## src/rtl/pm_evt_pkg.sv

```systemverilog
// Shared constants and types for the power-management interrupt collector.
// Assumes a 16-bit register port and seven interrupt request lines.
package pm_evt_pkg;

    localparam int DATA_W   = 16;
    localparam int ADDR_W   = 4;
    localparam int N_CAUSE  = 12;
    localparam int N_EXT    = N_CAUSE - 1;
    localparam int N_IRQ    = 7;
    localparam int N_LEGACY = 3;

    // Cause positions inside the status word
    localparam int C_TMR = 0;
    localparam int C_WDT = 11;

    typedef enum logic [ADDR_W-1:0] {
        A_STS      = 4'd0,
        A_SCI_EN   = 4'd1,
        A_SMI_EN   = 4'd2,
        A_CTRL     = 4'd3,
        A_GPI_RT   = 4'd4,
        A_GPI_EN   = 4'd5,
        A_GPI_STS  = 4'd6,
        A_WDT_TYPE = 4'd7,
        A_TMR      = 4'd8
    } reg_addr_e;

    localparam logic [1:0] GPI_TO_SMI = 2'b01;
    localparam logic [1:0] GPI_TO_SCI = 2'b10;
    localparam logic [1:0] WDT_TO_SCI = 2'b01;
    localparam logic [1:0] WDT_TO_SMI = 2'b10;

    // Control word: shared[6] route[5:3] apic[2] eos[1] glb[0]
    typedef struct packed {
        logic       shared;
        logic [2:0] route;
        logic       apic;
        logic       eos;
        logic       glb;
    } ctrl_t;

endpackage

```

## src/rtl/pm_sticky_bank.sv

```systemverilog
// Bank of sticky status flags: a set pulse raises a flag, a clear strobe
// lowers it, and set wins when both arrive in one cycle.
// Assumes set and clear are synchronous to clk.
module pm_sticky_bank #(
    parameter int W = 12
) (
    input  logic         clk,
    input  logic         rst_n,
    input  logic [W-1:0] set_i,
    input  logic [W-1:0] clr_i,
    output logic [W-1:0] q_o
);

    // One flag per bit; set has priority over clear
    for (genvar i = 0; i < W; i++) begin : g_bit
        always_ff @(posedge clk) begin
            if (!rst_n)
                q_o[i] <= 1'b0;
            else if (set_i[i])
                q_o[i] <= 1'b1;
            else if (clr_i[i])
                q_o[i] <= 1'b0;
        end

        AST_SET_WINS: assert property (@(posedge clk) disable iff (!rst_n)
            set_i[i] |=> q_o[i]);
        AST_STICKY_HOLD: assert property (@(posedge clk) disable iff (!rst_n)
            (!set_i[i] && !clr_i[i]) |=> (q_o[i] == $past(q_o[i])));
    end

endmodule

```

## src/rtl/pm_acpi_timer.sv

```systemverilog
// Free-running power-management timer. It advances once every TICK_DIV
// clocks and flags an overflow pulse in the cycle that toggles its top bit.
// Assumes CNT_W >= 2 and TICK_DIV >= 1.
module pm_acpi_timer #(
    parameter int CNT_W    = 24,
    parameter int TICK_DIV = 28
) (
    input  logic             clk,
    input  logic             rst_n,
    output logic [CNT_W-1:0] cnt_o,
    output logic             ovf_o
);

    localparam int              PRE_W    = (TICK_DIV > 1) ? $clog2(TICK_DIV) : 1;
    localparam logic [PRE_W-1:0] PRE_LAST = PRE_W'(TICK_DIV - 1);

    logic [PRE_W-1:0] pre_q;
    logic             tick;

    assign tick  = (pre_q == PRE_LAST);
    assign ovf_o = tick && (&cnt_o[CNT_W-2:0]);

    // Prescaler producing one tick every TICK_DIV clocks
    always_ff @(posedge clk) begin
        if (!rst_n)
            pre_q <= '0;
        else if (tick)
            pre_q <= '0;
        else
            pre_q <= pre_q + 1'b1;
    end

    // Counter advancing on each tick, wrapping freely
    always_ff @(posedge clk) begin
        if (!rst_n)
            cnt_o <= '0;
        else if (tick)
            cnt_o <= cnt_o + 1'b1;
    end

    AST_TMR_STILL: assert property (@(posedge clk) disable iff (!rst_n)
        !tick |=> $stable(cnt_o));
    AST_TMR_OVF_EDGE: assert property (@(posedge clk) disable iff (!rst_n)
        ovf_o |=> (cnt_o[CNT_W-1] != $past(cnt_o[CNT_W-1])));

endmodule

```

## src/rtl/pm_smi_gate.sv

```systemverilog
// Management interrupt latch. A pending request asserts the line when the
// end-of-service flag is set and the release gap has run out. Only an
// end-of-service write releases the line, and that write starts a gap of
// MIN_GAP cycles with the line high.
// Assumes eos_wr_i is a single-cycle strobe from the register port.
module pm_smi_gate #(
    parameter int MIN_GAP = 4
) (
    input  logic clk,
    input  logic rst_n,
    input  logic req_i,
    input  logic eos_wr_i,
    output logic smi_n_o,
    output logic eos_o
);

    localparam int               GAP_W    = $clog2(MIN_GAP + 1);
    localparam logic [GAP_W-1:0] GAP_LOAD = GAP_W'(MIN_GAP - 1);
    localparam logic [GAP_W-1:0] GAP_FULL = GAP_W'(MIN_GAP);

    logic             act_q;
    logic [GAP_W-1:0] gap_q;
    logic [GAP_W-1:0] idle_q;

    assign smi_n_o = ~act_q;

    // Latch, release and gap sequencing
    always_ff @(posedge clk) begin
        if (!rst_n) begin
            act_q <= 1'b0;
            eos_o <= 1'b1;
            gap_q <= '0;
        end else if (act_q && eos_wr_i) begin
            act_q <= 1'b0;
            eos_o <= 1'b1;
            gap_q <= GAP_LOAD;
        end else if (!act_q && eos_o && gap_q == '0 && req_i) begin
            act_q <= 1'b1;
            eos_o <= 1'b0;
        end else if (gap_q != '0) begin
            gap_q <= gap_q - 1'b1;
        end
    end

    // Independent count of high cycles, used only by the gap assertion
    always_ff @(posedge clk) begin
        if (!rst_n)
            idle_q <= GAP_FULL;
        else if (act_q)
            idle_q <= '0;
        else if (idle_q != GAP_FULL)
            idle_q <= idle_q + 1'b1;
    end

    AST_SMI_GAP: assert property (@(posedge clk) disable iff (!rst_n)
        $fell(smi_n_o) |-> (idle_q >= GAP_FULL));
    AST_SMI_HOLD: assert property (@(posedge clk) disable iff (!rst_n)
        (!smi_n_o && !eos_wr_i) |=> !smi_n_o);
    AST_SMI_NEEDS_REQ: assert property (@(posedge clk) disable iff (!rst_n)
        (smi_n_o && !req_i) |=> smi_n_o);

endmodule

```

## src/rtl/pm_sci_router.sv

```systemverilog
// Control interrupt router. It registers the level onto the line picked by
// the route code, drops routes that are illegal for the current mode, and
// inverts a line that is marked shared.
// Assumes N_IRQ lines, the first N_LEGACY of them legal in every mode.
module pm_sci_router #(
    parameter int N_IRQ    = 7,
    parameter int N_LEGACY = 3,
    parameter int SEL_W    = 3
) (
    input  logic             clk,
    input  logic             rst_n,
    input  logic             sci_i,
    input  logic             apic_i,
    input  logic [SEL_W-1:0] sel_i,
    input  logic             shared_i,
    output logic [N_IRQ-1:0] irq_o
);

    logic             legal;
    logic [N_IRQ-1:0] lvl_q;
    logic [N_IRQ-1:0] pol_q;

    // Route code legality depends on the interrupt mode
    always_comb begin
        legal = (int'(sel_i) < N_LEGACY) || (apic_i && int'(sel_i) < N_IRQ);
    end

    // Registered level and polarity per output line
    for (genvar i = 0; i < N_IRQ; i++) begin : g_line
        always_ff @(posedge clk) begin
            if (!rst_n) begin
                lvl_q[i] <= 1'b0;
                pol_q[i] <= 1'b0;
            end else begin
                lvl_q[i] <= legal && (int'(sel_i) == i) && sci_i;
                pol_q[i] <= legal && (int'(sel_i) == i) && shared_i;
            end
        end
    end

    assign irq_o = lvl_q ^ pol_q;

    AST_IRQ_ONEHOT: assert property (@(posedge clk) disable iff (!rst_n)
        $onehot0(lvl_q));
    AST_ILLEGAL_ROUTE: assert property (@(posedge clk) disable iff (!rst_n)
        (!apic_i && int'(sel_i) >= N_LEGACY) |=> (irq_o == '0));

endmodule

```

## src/rtl/pm_irq_agg.sv

```systemverilog
// Power-management interrupt collector top. Holds the register file, the
// cause and GPI status banks and the enable masks. It combines them into a
// management request and a control interrupt level, and drives both outputs.
// Assumes N_GPI <= 8 so the route field fits the 16-bit data word.
module pm_irq_agg #(
    parameter int N_GPI    = 4,
    parameter int TMR_W    = 24,
    parameter int TICK_DIV = 28,
    parameter int MIN_GAP  = 4
) (
    input  logic                         clk,
    input  logic                         rst_n,
    input  logic [pm_evt_pkg::N_EXT-1:0] ev_pulse,
    input  logic [N_GPI-1:0]             gpi_pulse,
    input  logic                         wr_en,
    input  logic [pm_evt_pkg::ADDR_W-1:0] addr,
    input  logic [pm_evt_pkg::DATA_W-1:0] wdata,
    output logic [pm_evt_pkg::DATA_W-1:0] rdata,
    output logic                         smi_n,
    output logic [pm_evt_pkg::N_IRQ-1:0] irq_o
);
    import pm_evt_pkg::*;

    localparam int RT_W = 2 * N_GPI;

    ctrl_t              ctrl_q;
    logic               eos_flag;
    logic [N_CAUSE-1:0] sts, sci_en_q, smi_en_q, sts_clr, sci_mask, smi_mask;
    logic [N_GPI-1:0]   gpi_sts, gpi_en_q, gpi_clr, gpi_sci_sel, gpi_smi_sel;
    logic [RT_W-1:0]    gpi_rt_q;
    logic [1:0]         wdt_type_q;
    logic [TMR_W-1:0]   tmr_cnt;
    logic               tmr_ovf, eos_wr, sci_lvl, smi_req;
    logic               unused_wdata;

    assign unused_wdata = ^wdata;

    // Write strobes for the register file
    function automatic logic hit(input reg_addr_e a);
        return wr_en && (addr == a);
    endfunction

    assign sts_clr = hit(A_STS)     ? wdata[N_CAUSE-1:0] : '0;
    assign gpi_clr = hit(A_GPI_STS) ? wdata[N_GPI-1:0]   : '0;
    assign eos_wr  = hit(A_CTRL) && wdata[1];

    pm_acpi_timer #(.CNT_W(TMR_W), .TICK_DIV(TICK_DIV)) u_tmr (
        .clk   (clk),
        .rst_n (rst_n),
        .cnt_o (tmr_cnt),
        .ovf_o (tmr_ovf)
    );

    pm_sticky_bank #(.W(N_CAUSE)) u_cause_sts (
        .clk   (clk),
        .rst_n (rst_n),
        .set_i ({ev_pulse, tmr_ovf}),
        .clr_i (sts_clr),
        .q_o   (sts)
    );

    pm_sticky_bank #(.W(N_GPI)) u_gpi_sts (
        .clk   (clk),
        .rst_n (rst_n),
        .set_i (gpi_pulse),
        .clr_i (gpi_clr),
        .q_o   (gpi_sts)
    );

    // Software-owned enable, route and control registers
    always_ff @(posedge clk) begin
        if (!rst_n) begin
            sci_en_q   <= '0;
            smi_en_q   <= '0;
            gpi_en_q   <= '0;
            gpi_rt_q   <= '0;
            wdt_type_q <= '0;
            ctrl_q     <= '0;
        end else begin
            if (hit(A_SCI_EN))   sci_en_q   <= wdata[N_CAUSE-1:0];
            if (hit(A_SMI_EN))   smi_en_q   <= wdata[N_CAUSE-1:0];
            if (hit(A_GPI_EN))   gpi_en_q   <= wdata[N_GPI-1:0];
            if (hit(A_GPI_RT))   gpi_rt_q   <= wdata[RT_W-1:0];
            if (hit(A_WDT_TYPE)) wdt_type_q <= wdata[1:0];
            if (hit(A_CTRL)) begin
                ctrl_q.glb    <= wdata[0];
                ctrl_q.apic   <= wdata[2];
                ctrl_q.route  <= wdata[5:3];
                ctrl_q.shared <= wdata[6];
            end
        end
    end

    // Per-GPI route decode
    for (genvar i = 0; i < N_GPI; i++) begin : g_gpi
        assign gpi_sci_sel[i] = (gpi_rt_q[2*i +: 2] == GPI_TO_SCI);
        assign gpi_smi_sel[i] = (gpi_rt_q[2*i +: 2] == GPI_TO_SMI);
    end

    // Path masks: only the watchdog cause depends on its type field
    always_comb begin
        sci_mask        = '1;
        smi_mask        = '1;
        sci_mask[C_WDT] = (wdt_type_q == WDT_TO_SCI);
        smi_mask[C_WDT] = (wdt_type_q == WDT_TO_SMI);
    end

    // Combined request levels for both interrupt paths
    always_comb begin
        sci_lvl = ctrl_q.glb &&
                  ((|(sts & sci_en_q & sci_mask)) || (|(gpi_sts & gpi_en_q & gpi_sci_sel)));
        smi_req = (|(sts & smi_en_q & smi_mask)) || (|(gpi_sts & gpi_en_q & gpi_smi_sel));
    end

    pm_smi_gate #(.MIN_GAP(MIN_GAP)) u_smi (
        .clk      (clk),
        .rst_n    (rst_n),
        .req_i    (smi_req),
        .eos_wr_i (eos_wr),
        .smi_n_o  (smi_n),
        .eos_o    (eos_flag)
    );

    pm_sci_router #(.N_IRQ(N_IRQ), .N_LEGACY(N_LEGACY), .SEL_W(3)) u_route (
        .clk      (clk),
        .rst_n    (rst_n),
        .sci_i    (sci_lvl),
        .apic_i   (ctrl_q.apic),
        .sel_i    (ctrl_q.route),
        .shared_i (ctrl_q.shared),
        .irq_o    (irq_o)
    );

    // Register read mux
    always_comb begin
        rdata = '0;
        case (addr)
            A_STS:      rdata = DATA_W'(sts);
            A_SCI_EN:   rdata = DATA_W'(sci_en_q);
            A_SMI_EN:   rdata = DATA_W'(smi_en_q);
            A_CTRL:     rdata = DATA_W'({ctrl_q.shared, ctrl_q.route, ctrl_q.apic,
                                         eos_flag, ctrl_q.glb});
            A_GPI_RT:   rdata = DATA_W'(gpi_rt_q);
            A_GPI_EN:   rdata = DATA_W'(gpi_en_q);
            A_GPI_STS:  rdata = DATA_W'(gpi_sts);
            A_WDT_TYPE: rdata = DATA_W'(wdt_type_q);
            A_TMR:      rdata = DATA_W'(tmr_cnt);
            default:    rdata = '0;
        endcase
    end

    AST_SCI_GLB_OFF: assert property (@(posedge clk) disable iff (!rst_n)
        (!ctrl_q.glb && !ctrl_q.shared) |=> (irq_o == '0));
    AST_SCI_NEEDS_EN: assert property (@(posedge clk) disable iff (!rst_n)
        ((sts & sci_en_q) == '0 && (gpi_sts & gpi_en_q) == '0 && !ctrl_q.shared)
        |=> (irq_o == '0));

endmodule

```

## config.mk

```make
export PLATFORM = sky130hd
export DESIGN_NAME = pm_irq_agg
export DESIGN_NICKNAME = d
export VERILOG_FILES = /design/src/rtl/pm_evt_pkg.sv /design/src/rtl/pm_sticky_bank.sv /design/src/rtl/pm_acpi_timer.sv /design/src/rtl/pm_smi_gate.sv /design/src/rtl/pm_sci_router.sv /design/src/rtl/pm_irq_agg.sv
export SDC_FILE = /design/constraint.sdc
export NUM_CORES = 1
export LEC_CHECK = 0
export ABC_AREA = 1
export ABC_CLOCK_PERIOD_IN_PS = 2900
export CAP_MARGIN = 20
export CORE_MARGIN = 2
export CORE_UTILIZATION = 55
export DETAILED_ROUTE_END_ITERATION = 12
export DONT_BUFFER_PORTS = 1
export GPL_TIMING_DRIVEN = 0
export PLACE_DENSITY = 0.75
export SKIP_CTS_REPAIR_TIMING = 1
export SYNTH_ARGS = -nofsm -noshare
export SYNTH_HDL_FRONTEND = slang
export SYNTH_HIERARCHICAL = 1
export SYNTH_SLANG_ARGS = --single-unit
export TNS_END_PERCENT = 20
```

## constraint.sdc

```tcl
create_clock -name clk -period 2.9 [get_ports clk]
set_clock_uncertainty 0.1 [all_clocks]
set_input_delay 0.29 -clock clk [delete_from_list [all_inputs] [get_ports clk]]
set_output_delay 0.29 -clock clk [all_outputs]
set_load 0.02 [all_outputs]
```

==> results of run 1 <==
-- flip-flops by register name, summed over array words and instances (netlist names), 5 cells and up --
| signal | flops |
|---|---|
| smi_en_q | 12 |
| sci_en_q | 12 |
| u_route/lvl_q | 7 |
| u_tmr/cnt_o | 23 |
| u_tmr/pre_q | 5 |
| u_route/pol_q | 7 |
| ctrl_q | 6 |
| gpi_rt_q | 8 |
| u_cause_sts/q_o | 12 |
-- worst min-delay path by stage --
stage	startpoint	endpoint	slack, ns	depth (start not counted)
final	wdata[9]	smi_en_q[9]$_SDFFE_PN0P_	-0.003	2
after global placement	gpi_pulse[3]	u_gpi_sts/q_o[3]$_SDFFE_PN0P_	0.33	2
after CTS	gpi_pulse[2]	u_gpi_sts/q_o[2]$_SDFFE_PN0P_	-0.08	2
after detailed placement	gpi_pulse[0]	u_gpi_sts/q_o[0]$_SDFFE_PN0P_	0.33	2
after global routing	ev_pulse[1]	u_cause_sts/q_o[2]$_SDFFE_PN0P_	0.003	2
after floorplan	u_tmr/pre_q[0]$_SDFF_PP0_	u_tmr/pre_q[0]$_SDFF_PP0_	0.32	1
-- power by group through the flow --
stage / registers [uW] / logic [uW] / clock network, uW
after floorplan: 1590 / 264 / 0
final: 1580 / 359 / 969
after global placement: 1600 / 306 / 0
after detailed placement: 1610 / 329 / 0
after CTS: 1570 / 330 / 981
after global routing: 1580 / 403 / 1040
-- metal layers --
layer / vias up / track usage / share of wire
li1: 2579 / - / -
met1: 2379 / 0.326 / 0.42
met2: 195 / 0.485 / 0.49
met3: 25 / 0.0617 / 0.070
met4: 0 / 0.0972 / 0.017
met5: - / 0 / 0
-- critical path: stages (launching register included) --
cell                      delay [ns]
sky130_fd_sc_hd__dfxtp_1        0.37
sky130_fd_sc_hd__ha_1           0.19
sky130_fd_sc_hd__inv_1          0.06
sky130_fd_sc_hd__nor2_1         0.13
sky130_fd_sc_hd__nand3_1        0.17
sky130_fd_sc_hd__nor2_4         0.19
sky130_fd_sc_hd__buf_6          0.16
sky130_fd_sc_hd__nand2_1        0.08
sky130_fd_sc_hd__nor3_1         0.19
sky130_fd_sc_hd__inv_1          0.07
sky130_fd_sc_hd__a21oi_1        0.13
-- per-stage QoR --
| stage | power (uW) | setup WS (ns) | instances |
|---|---|---|---|
| 2_1_floorplan | 1860 | 1.29 | 801 |
| 3_3_place_gp | 1910 | 1.07 | 934 |
| 3_5_place_dp | 1940 | 1.05 | 934 |
| 4_1_cts | 2880 | 1.03 | 950 |
| 5_1_grt | 3020 | 0.854 | 971 |
| 6_report | 2900 | 1.00 | 971 |
-- layout make-up --
| class | count | area, sq um | area share |
|---|---|---|---|
| sequential | 107 | 2140 | 0.360 |
| clock buffer | 9 | 124 | 0.0208 |
| tap | 133 | 166 | 0.0280 |
| timing repair buffer | 21 | 210 | 0.0353 |
| buffer | 17 | 104 | 0.0175 |
| inverter | 125 | 469 | 0.0789 |
| multi-input combinational | 552 | 2650 | 0.445 |
| clock inverter | 7 | 82.6 | 0.0139 |
==> results.cfg, run 1 <==
[sta]
maxSlewViolCount = 0
final_min_period_over_clock_period = 0.655
final-hold-violation-count = 1
rsz0062_at_grt = false
finalSetupTns_ns = 0
setup_violations = 0
fmax_ghz = 0.527
hold-worst-slack_ns = -0.00320
slew_headroom = 0.634
worst_pin_slew_ns = 0.548
post_layout_min_period_ns = 1.90

[global_route]
global_route_wire_length_before_repair_um = 22500
maximum_number_of_pins_on_one_net_before_global_route_repair = 20
first_global_vias = 4796
antenna_violations_before_repair = 0
grtUsageTotal = 0.274
gr-total-overflow = 0

[cells_and_area]
filler_cell_count = 908
share_of_final_layout_standard_cells_stronger_than_drive_strength_1 = 0.0907
mostFrequentLayoutCell = sky130_fd_sc_hd__nand2_1
num_antenna_cells = 0
number_of_nets_at_the_end_of_the_flow = 875
final_core_util = 0.617
finish.instance_area_sq_mm = 0.00595
area_delta_synth_final_pct = 10.9
mostFrequentLayoutCells = 201 x sky130_fd_sc_hd__nand2_1, 116 x sky130_fd_sc_hd__inv_1, 109 x sky130_fd_sc_hd__nor2_1, 107 x sky130_fd_sc_hd__dfxtp_1, 56 x sky130_fd_sc_hd__a21oi_1

[yosys]
postSynthCellCount = 801
postSynthAreaPerCell_sq_um = 6.70
synth-warning-count = 6
synth_fp_nets = 843
post_synth_instance_area_sq_mm = 0.00536

[detailed_routing]
route.antenna.remaining_nets = 0
postRouteWirelength_um = 14100
vias = 5178
dr.first_iter.drc_count = 358
dr.pass1.iters = 5
drcViolationCount = 0
drt-vias-per-instance = 5.33
avgRoutedWirePerCell_um = 14.5

[placement]
gp_congestion = 0.952
detailedPlacementHpwl_um = 10400
detailed_place.area_sq_mm = 0.00553
io_buffer_count = 0

[die]
dieWidth_um = 103
fp.dieArea_sq_mm = 0.0106
i_o_pin_cnt = 62
dieHeight_um = 103
start_util = 0.556
core.rowCount = 36
area_inside_the_core_boundary_sq_mm = 0.00964

[clock_tree]
cts.sinks = 107
clock_latency_ns = 0.38
cts_made_buffers = 9
clockRootBuffer = sky130_fd_sc_hd__clkbuf_8
clock_path_buffers = 2
tritoncts_clock_tree = yes
h_tree_depth = 3
clkSlewWorstSetupHoldPaths_ns = 0.10

[critical_path]
worst_ep_arrival_time_ns = 2.12
worst_setup_path_startpoint = u_tmr/pre_q[0]$_SDFF_PP0_
critPathLaunchType = flop
timing.critical_path.fanout_max = 10
crit_required_ns = 3.12
worstSetupEndpointType = flop
reg_to_reg_critical_path_endpoint = u_cause_sts/q_o[0]$_SDFFE_PN0P_
r2r.worst_path.cells = 10
crit_path_end = u_cause_sts/q_o[0]$_SDFFE_PN0P_
worst-setup-path-type = flop to flop
critical_path.reg2reg.startpoint = u_tmr/pre_q[0]$_SDFF_PP0_
r2r_slack_ns = 1.00

[power]
pwr_density_cell_mw_per_mm2 = 488
power.sequential.fraction = 0.542
internal_power_uw = 2080
switching_power_uw = 828
leakage_uw = 0.00253
fraction_of_power_consumed_by_combinational_cells = 0.124
irDropWorstVdd_mv = 0.336
power_switching_share = 0.285
clock_power_share = 0.334

[hold_path]
hold_path_class = input port to flop

[run_status]
violations = hold timing
status = finished with violations

[run]
maxCapViolations = 0
(Power assumes the default switching activity.)
==> run 2, diff against run 1 <==
ABC_AREA = 0   (was 1)
ABC_CLOCK_PERIOD_IN_PS = 1800   (was 2900)
clock period = 1.8 ns   (was 2.9 ns; I/O delays follow)
==> run 2 against run 1 <==
Against the previous run:
- the run ends with hold timing, setup timing left
- synthesized cell count down 25%
- critical path depth down 4
- die area is essentially flat
- largest cell class unchanged
- highest routed layer unchanged
==> results.cfg, run 2 <==
[run_status]
status = finished with violations
violations = hold timing, setup timing

[hold_path]
hold_path_class = input port to flop
hold_depth = 3

[critical_path]
timing.critical_path.fanout_max = 9
worst_ep_arrival_time_ns = 2.19
worstSetupEndpointType = flop
r2r.worst_path.cells = 6
crit_required_ns = 2.01
critPathLaunchType = flop
r2r_slack_ns = -0.18
worst-setup-path-type = flop to flop

[clock_tree]
h_tree_depth = 3
clock_latency_ns = 0.38
clkSlewWorstSetupHoldPaths_ns = 0.10
clock_path_buffers = 2
cts_made_buffers = 9
tritoncts_clock_tree = yes
cts.sinks = 107
clockRootBuffer = sky130_fd_sc_hd__clkbuf_8

[detailed_routing]
dr.pass1.iters = 5
avgRoutedWirePerCell_um = 19.7
vias = 4737
dr.first_iter.drc_count = 325
postRouteWirelength_um = 15500
route.antenna.remaining_nets = 0
drcViolationCount = 0
drt-vias-per-instance = 6.02

[sta]
slew_headroom = 0.387
hold-worst-slack_ns = -0.00172
post_layout_min_period_ns = 1.98
setup_violations = 13
worst_pin_slew_ns = 0.917
final_min_period_over_clock_period = 1.10
rsz0062_at_grt = true
maxSlewViolCount = 0
postLayoutSetupSlackWorst_ns = -0.181
fmax_ghz = 0.505
final-hold-violation-count = 1

[cells_and_area]
flip_flop_count_of_the_largest_register_after_layout = 23
mostFrequentLayoutCells = 83 x sky130_fd_sc_hd__dfxtp_1, 77 x sky130_fd_sc_hd__nand2_1, 32 x sky130_fd_sc_hd__nor2_1, 28 x sky130_fd_sc_hd__mux2i_1, 28 x sky130_fd_sc_hd__dlygate4sd3_1
area_delta_synth_final_pct = 17.8
finish.cell_count_without_fillers = 787
mostFrequentLayoutCell = sky130_fd_sc_hd__dfxtp_1
number_of_nets_at_the_end_of_the_flow = 691
max_flop_register = u_tmr/cnt_o
share_of_final_layout_standard_cells_stronger_than_drive_strength_1 = 0.181
final_core_util = 0.656
filler_cell_count = 837

[global_route]
grtUsageTotal = 0.275
global_route_wire_length_before_repair_um = 21800
antenna_violations_before_repair = 1
maximum_number_of_pins_on_one_net_before_global_route_repair = 32
first_global_vias = 4049
gr-total-overflow = 0

[yosys]
post_synth_instance_area_sq_mm = 0.00537
synth-warning-count = 6
postSynthAreaPerCell_sq_um = 8.93
postSynthCellCount = 601
synth_fp_nets = 643

[die]
area_inside_the_core_boundary_sq_mm = 0.00964
start_util = 0.557
i_o_pin_cnt = 62
core.rowCount = 36
dieHeight_um = 103
dieWidth_um = 103
fp.dieArea_sq_mm = 0.0106

[placement]
detailedPlacementHpwl_um = 10900
gp_congestion = 0.939
io_buffer_count = 0
place_inst = 734

[power]
irDropWorstVdd_mv = 0.407
total_power_uw = 4450
pwr_density_cell_mw_per_mm2 = 704
leakage_uw = 0.00229

[run]
maxCapViolations = 0
run 2: routing by layer:
metal / wire, um / share of wire / global-route usage
met2: 7350 / 0.48 / 0.439
met1: 6660 / 0.43 / 0.374
met3: 1020 / 0.066 / 0.0420
met4: 438 / 0.028 / 0.110
met5: 0 / 0 / 0
run 2: path summary, 6_finish.rpt:
| path | to | from |
|---|---|---|
| worst max-delay path | u_tmr/cnt_o[16]$_SDFFE_PN0P_ | u_tmr/pre_q[0]$_SDFF_PP0_ |
| worst min-delay path | sci_en_q[4]$_SDFFE_PN0P_ | wr_en |
| worst max register to register | u_tmr/cnt_o[16]$_SDFFE_PN0P_ | u_tmr/pre_q[0]$_SDFF_PP0_ |
| worst min register to register | u_tmr/pre_q[0]$_SDFF_PP0_ | u_tmr/pre_q[0]$_SDFF_PP0_ |
run 2: layout make-up:
class / instances / area (sq um) / share of cell area
Buffer: 32 / 191 / 0.0303
Clock inverter: 3 / 40.0 / 0.00633
Clock buffer: 12 / 135 / 0.0214
Timing Repair Buffer: 38 / 355 / 0.0562
Tap cell: 133 / 166 / 0.0263
Inverter: 12 / 45.0 / 0.00712
Antenna cell: 1 / 2.50 / 0.000396
Sequential cell: 107 / 2190 / 0.346
Multi-Input combinational cell: 449 / 3200 / 0.506
run 2: critical path, stage by stage, from the launching register on:
cell and delay [ns]:
sky130_fd_sc_hd__dfxtp_4 0.37, sky130_fd_sc_hd__ha_4 0.16, sky130_fd_sc_hd__nand4b_4 0.13, sky130_fd_sc_hd__or3_1 0.41
sky130_fd_sc_hd__buf_6 0.15, sky130_fd_sc_hd__or4_1 0.47, sky130_fd_sc_hd__a21oi_1 0.13
run 2: metrics by stage:
| stage | TNS [ns] | setup WS (ns) | instance area, sq um |
|---|---|---|---|
| final | -1.23 | -0.181 | 6320 |
| after floorplan | -0.294 | -0.0794 | 5420 |
| after global routing | -2.53 | -0.252 | 6320 |
| after CTS | -3.62 | -0.362 | 5760 |
| after detailed placement | -3.05 | -0.262 | 5580 |
| after global placement | -2.61 | -0.251 | 5580 |
run 2: report_power, final:
| part | internal, uW | total, uW | switching [uW] |
|---|---|---|---|
| sequential | 2430 | 2510 | 79.7 |
| clock | 634 | 1410 | 775 |
| combinational | 255 | 535 | 281 |
